$ cat config.mk
export PLATFORM = sky130hd
export DESIGN_NAME = sertx_top
export DESIGN_NICKNAME = d
export VERILOG_FILES = /design/src/rtl/sertx_pkg.sv /design/src/rtl/sertx_loader.sv /design/src/rtl/sertx_fifo.sv /design/src/rtl/sertx_shift.sv /design/src/rtl/sertx_top.sv
export SDC_FILE = /design/constraint.sdc
export NUM_CORES = 1
export LEC_CHECK = 0
export CORE_MARGIN = 5
export CORE_UTILIZATION = 35
export DETAILED_ROUTE_END_ITERATION = 6
export DONT_BUFFER_PORTS = 1
export PLACE_DENSITY = 0.53
export SYNTH_ARGS = -nofsm -noshare
export SYNTH_HDL_FRONTEND = slang
export SYNTH_HIERARCHICAL = 1
export SYNTH_SLANG_ARGS = --single-unit
export TNS_END_PERCENT = 10
$ cat constraint.sdc
create_clock -name clk -period 5.5 [get_ports clk]
set_input_delay 1.1 -clock clk [delete_from_list [all_inputs] [get_ports clk]]
set_output_delay 1.1 -clock clk [all_outputs]
set_load 0.02 [all_outputs]
$ cat src/rtl/sertx_pkg.sv
package sertx_pkg;

    typedef enum logic {
        TX_NULL = 1'b0,
        TX_DATA = 1'b1
    } tx_state_e;

    // xor_sum is the XOR of the protected bits; returns the bit that
    // gives an even (even_sel=1) or odd (even_sel=0) count of ones.
    function automatic logic gen_parity(input logic xor_sum, input logic even_sel);
        return even_sel ? xor_sum : ~xor_sum;
    endfunction

endpackage

$ cat src/rtl/sertx_loader.sv
module sertx_loader #(
    parameter int HALF_W = 16
) (
    input  logic                  clk,
    input  logic                  rst_n,
    input  logic                  ld_lo,
    input  logic                  ld_hi,
    input  logic [HALF_W-1:0]     host_data,
    output logic                  push,
    output logic [2*HALF_W-1:0]   push_word
);

    typedef struct packed {
        logic              pend;
        logic [HALF_W-1:0] lo;
    } ld_state_t;

    ld_state_t st_d, st_q;

    // a high-half strobe only completes a word when a low half is pending
    assign push      = ld_hi && st_q.pend;
    assign push_word = {host_data, st_q.lo};

    always_comb begin
        st_d = st_q;
        if (ld_hi) begin
            st_d.pend = 1'b0;
        end
        if (ld_lo) begin
            st_d.pend = 1'b1;
            st_d.lo   = host_data;
        end
    end

    always_ff @(posedge clk) begin
        if (!rst_n) begin
            st_q <= '0;
        end else begin
            st_q <= st_d;
        end
    end

endmodule

$ cat src/rtl/sertx_fifo.sv
module sertx_fifo #(
    parameter int WORD_W = 32,
    parameter int DEPTH  = 32,
    localparam int AW    = $clog2(DEPTH),
    localparam int CW    = $clog2(DEPTH + 1)
) (
    input  logic              clk,
    input  logic              rst_n,
    input  logic              push,
    input  logic [WORD_W-1:0] push_word,
    input  logic              pop,
    output logic [WORD_W-1:0] head,
    output logic [CW-1:0]     fill,
    output logic              empty,
    output logic              full,
    output logic              below_half
);

    localparam int HALF = DEPTH / 2;

    typedef struct packed {
        logic [AW-1:0] wr;
        logic [AW-1:0] rd;
        logic [CW-1:0] cnt;
    } q_state_t;

    q_state_t st_d, st_q;
    logic [WORD_W-1:0] mem [DEPTH];
    logic push_ok, pop_ok;

    function automatic logic [AW-1:0] wrap_inc(input logic [AW-1:0] p);
        return (p == AW'(DEPTH - 1)) ? '0 : p + 1'b1;
    endfunction

    assign full       = (st_q.cnt == CW'(DEPTH));
    assign empty      = (st_q.cnt == '0);
    assign below_half = (st_q.cnt < CW'(HALF));
    assign fill       = st_q.cnt;
    assign head       = mem[st_q.rd];

    // fullness judged before any same-cycle pop
    assign push_ok = push && !full;
    assign pop_ok  = pop && !empty;

    always_comb begin
        st_d = st_q;
        if (push_ok) begin
            st_d.wr = wrap_inc(st_q.wr);
        end
        if (pop_ok) begin
            st_d.rd = wrap_inc(st_q.rd);
        end
        case ({push_ok, pop_ok})
            2'b10:   st_d.cnt = st_q.cnt + 1'b1;
            2'b01:   st_d.cnt = st_q.cnt - 1'b1;
            default: st_d.cnt = st_q.cnt;
        endcase
    end

    always_ff @(posedge clk) begin
        if (!rst_n) begin
            st_q <= '0;
        end else begin
            st_q <= st_d;
        end
    end

    always_ff @(posedge clk) begin
        if (push_ok) begin
            mem[st_q.wr] <= push_word;
        end
    end

endmodule

$ cat src/rtl/sertx_shift.sv
module sertx_shift
    import sertx_pkg::*;
#(
    parameter int WORD_W   = 32,
    parameter int GAP_BITS = 4
) (
    input  logic              clk,
    input  logic              rst_n,
    input  logic              bit_tick,
    input  logic              tx_en,
    input  logic              par_en,
    input  logic              par_even,
    input  logic              fifo_empty,
    input  logic [WORD_W-1:0] head,
    output logic              pop,
    output logic              ser_bit,
    output logic              ser_null
);

    localparam int IW = $clog2(WORD_W);
    localparam int GW = $clog2(GAP_BITS + 1);

    typedef struct packed {
        tx_state_e     st;
        logic [WORD_W-1:0] sh;
        logic [IW-1:0] idx;
        logic [GW-1:0] gap;
    } sh_state_t;

    sh_state_t st_d, st_q;
    logic [WORD_W-1:0] load_word;
    logic              gap_done;

    assign gap_done = (st_q.gap == GW'(GAP_BITS));
    assign pop      = bit_tick && (st_q.st == TX_NULL) && gap_done && tx_en && !fifo_empty;

    always_comb begin
        load_word = head;
        if (par_en) begin
            load_word[WORD_W-1] = gen_parity(^head[WORD_W-2:0], par_even);
        end
    end

    assign ser_null = (st_q.st == TX_NULL);
    assign ser_bit  = (st_q.st == TX_DATA) && st_q.sh[0];

    always_comb begin
        st_d = st_q;
        if (pop) begin
            st_d.st  = TX_DATA;
            st_d.sh  = load_word;
            st_d.idx = '0;
        end else if (st_q.st == TX_DATA && bit_tick) begin
            if (st_q.idx == IW'(WORD_W - 1)) begin
                st_d.st  = TX_NULL;
                st_d.gap = GW'(1);
            end else begin
                st_d.sh  = st_q.sh >> 1;
                st_d.idx = st_q.idx + 1'b1;
            end
        end else if (st_q.st == TX_NULL && bit_tick && !gap_done) begin
            st_d.gap = st_q.gap + 1'b1;
        end
    end

    always_ff @(posedge clk) begin
        if (!rst_n) begin
            st_q.st  <= TX_NULL;
            st_q.sh  <= '0;
            st_q.idx <= '0;
            st_q.gap <= GW'(GAP_BITS);
        end else begin
            st_q <= st_d;
        end
    end

endmodule

$ cat src/rtl/sertx_top.sv
module sertx_top #(
    parameter int HALF_W   = 16,
    parameter int DEPTH    = 32,
    parameter int GAP_BITS = 4,
    localparam int WORD_W  = 2 * HALF_W,
    localparam int CW      = $clog2(DEPTH + 1)
) (
    input  logic              clk,
    input  logic              rst_n,
    input  logic              bit_tick,
    input  logic              ld_lo,
    input  logic              ld_hi,
    input  logic [HALF_W-1:0] host_data,
    input  logic              tx_en,
    input  logic              par_en,
    input  logic              par_even,
    output logic              ser_bit,
    output logic              ser_null,
    output logic              tx_ready,
    output logic              half_low,
    output logic              fifo_full
);

    logic              push;
    logic [WORD_W-1:0] push_word;
    logic              pop;
    logic [WORD_W-1:0] head;
    logic [CW-1:0]     fill;
    logic              empty;

    sertx_loader #(.HALF_W(HALF_W)) i_loader (
        .clk       (clk),
        .rst_n     (rst_n),
        .ld_lo     (ld_lo),
        .ld_hi     (ld_hi),
        .host_data (host_data),
        .push      (push),
        .push_word (push_word)
    );

    sertx_fifo #(.WORD_W(WORD_W), .DEPTH(DEPTH)) i_fifo (
        .clk        (clk),
        .rst_n      (rst_n),
        .push       (push),
        .push_word  (push_word),
        .pop        (pop),
        .head       (head),
        .fill       (fill),
        .empty      (empty),
        .full       (fifo_full),
        .below_half (half_low)
    );

    sertx_shift #(.WORD_W(WORD_W), .GAP_BITS(GAP_BITS)) i_shift (
        .clk        (clk),
        .rst_n      (rst_n),
        .bit_tick   (bit_tick),
        .tx_en      (tx_en),
        .par_en     (par_en),
        .par_even   (par_even),
        .fifo_empty (empty),
        .head       (head),
        .pop        (pop),
        .ser_bit    (ser_bit),
        .ser_null   (ser_null)
    );

    assign tx_ready = empty;

endmodule

==> key figures <==
CTS
  • Buffer depth of the longest clock path: 3
  • Number of instances resized during post-cts repair: 0
  • Setup Buffers After CTS: 0
  • CTS Sinks: 1,103
  • Clock-pin slew of the registers on the worst-case setup and hold paths: 0.06 ns
  • Number of buffers inserted during clock tree synthesis: 114
  • Insertion delay to the later sink of the worst-skew pair: 0.70 ns
  • Clock root buffer: clkbuf_16
  • H-tree lvl count: 3
  • Clock tree from TritonCTS: built
  • Quantity of hold-fixing buffers added after cts: 0

Die
  • FP Rows: around 130
  • I/O pin cnt: 29
  • Overall die width: 363 µm
  • Vertical die dimension: 363 µm
  • Initial Utilization: 0.352
  • Area of the core: 0.124 mm²
  • DIE AREA: 0.132 mm²

Setup path
  • Reg-to-reg endpoint: i_shift/st_q[39]
  • Startpoint type of the worst setup path: register
  • Max Fanout on Critical Path: 81
  • Reg2reg path depth: 10
  • Required time at the endpoint of the critical path: 6.13 ns
  • Reg-to-reg slack, setup: 1.23 ns
  • Kind of end point of the critical path: register
  • End of the critical path: i_shift/st_q[39]
  • Crit path DAT: 4.89 ns
  • Kind of critical path: reg -> reg

Route
  • DRC violation count after routing: 0
  • Routed WL: 116 mm
  • Vias per std cell: 5.42
  • Via total after detailed routing: around 23,000
  • WL/cell: roughly 28 µm
  • Drt initial violations: approximately 2,300
  • Number of routed nets with antenna violations: 0
  • Count of TritonRoute iterations in the first routing pass: 5

Global route
  • Via count of the first global-routing pass: 23,300
  • Global-route usage over all layers: 0.174
  • GRT overflow: 0
  • Initial antenna violation count: 8
  • Global-route wire length before repair: between 150 and 200 mm
  • Pin count of the biggest net entering global routing: ~80

STA
  • Setup repair after global routing missed its margin: no
  • Hold Violations, Final: 0
  • # setup viols final: 0
  • Fraction of the cycle the final worst path needs: 0.776
  • Post-layout min period: 4.27 ns
  • Number of slew-limit violations in the final report: 0
  • Accumulated negative setup slack: 0 ns
  • Least-Margin Pin Slew: around 1.3 ns
  • Worst Clk Skew: 0.0276 ns
  • F_max: 0.234 GHz
  • Normalized max-slew margin: 0.118

Power and ir drop
  • Worst IR Drop VDD: 0.256 mV
  • Static leakage power: 15.2 nW
  • Pwr/cell area: between 300 and 400 mW/mm²

Synth
  • Mean instance size in the synthesized netlist: 18.1 µm²
  • Number of warnings issued by yosys: 6
  • Total standard cell area after synthesis: around 0.044 mm²
  • Cells after Synth: around 2,400
  • Post-Syn Nets: 2,454

Cells and area
  • Number of standard cells in the final layout excluding fillers: 4,179
  • Commonest cells after routing, fill and taps aside: edfxtp_1, mux2_2, mux4_2
  • Number of nets in the finished design: 2,480
  • Layout area overhead: 13.7%
  • Total inserted antenna cells: 0
  • Most common cell after layout, fill and taps aside: edfxtp_1
  • Fraction of final layout cells sized beyond drive strength 1: 0.255

Run
  • # Max-Cap Violations: 0

Place
  • Post-DP HPWL: 65.7 mm
  • Port-buffer cells: 0
  • Cell total after placement: 3,963
  • Final weighted congestion in routability-driven placement: 0.782

Status
  • Result of the run: finished, final reports clean

Worst hold path
  • Worst hold path type: reg -> reg
[worst min path at each step]
stage	from	end	slack [ns]	cells after the start
after floorplan	i_shift/st_q[7]	i_shift/st_q[7]	0.44	2
after global placement	i_shift/st_q[7]	i_shift/st_q[7]	0.45	2
after detailed placement	i_shift/st_q[7]	i_shift/st_q[7]	0.46	2
after CTS	host_data[3]	i_fifo/mem[10][19]	0.45	0
after global routing	host_data[15]	i_fifo/mem[10][31]	0.45	0
final	i_shift/st_q[7]	i_shift/st_q[7]	0.46	2
[layout make-up]
class	count	area, µm²
Clock buffer	150	3070
Clock inverter	66	599
Sequential cell	1103	32300
Fill cell	11000	74200
Inverter	14	52.6
Timing Repair Buffer	84	856
Multi-Input combinational cell	1125	10600
Tap cell	1637	2050
[metrics by stage]
step / total power, mW / setup WS (ns) / hold WS, ns / instance area (µm²) / util
3_5_place_dp: 9.65 / 1.20 / 0.458 / 45900 / 0.371
5_1_grt: 17.6 / 1.01 / 0.449 / 49600 / 0.400
6_report: 17.0 / 1.23 / 0.464 / 49600 / 0.400
4_1_cts: 17.2 / 1.15 / 0.449 / 49600 / 0.400
2_1_floorplan: 9.61 / 1.23 / 0.441 / 43600 / -
3_3_place_gp: 9.64 / 1.19 / 0.449 / 45900 / 0.371
[where the power goes]
group,leakage (nW),internal [mW],switching (mW),total [mW]
Clock,1.80,4.31,3.23,7.55
Sequential,9.83,9.20,0.0640,9.26
Combinational,3.53,0.0830,0.134,0.217
[registers in the layout (all words and copies together) (netlist names), named ones only]
signal              count
i_fifo/mem           1024
i_shift/st_q           41
i_loader/push_word     16
i_fifo/st_q            10
i_fifo/fill             6
i_loader/st_q           1
[metal layers]
metal	vias up	routed length, µm	GRT usage
li1	9708	-	-
met1	12100	50100	0.242
met2	758	55300	0.283
met3	147	8590	0.0378
met4	0	2100	0.0376
met5	-	0	0
[worst max-delay path, cell delays in order, from the launching register on]
cell,delay (ns)
dfxtp_4,0.45
buf_12,0.53
mux4_2,0.60
a22o_1,0.24
or4_1,0.58
xor2_1,0.37
xnor2_1,0.15
xnor2_1,0.45
xnor2_1,0.29
xnor2_1,0.19
a31oi_1,0.18
Note: power is estimated with default switching activity, not from simulation.
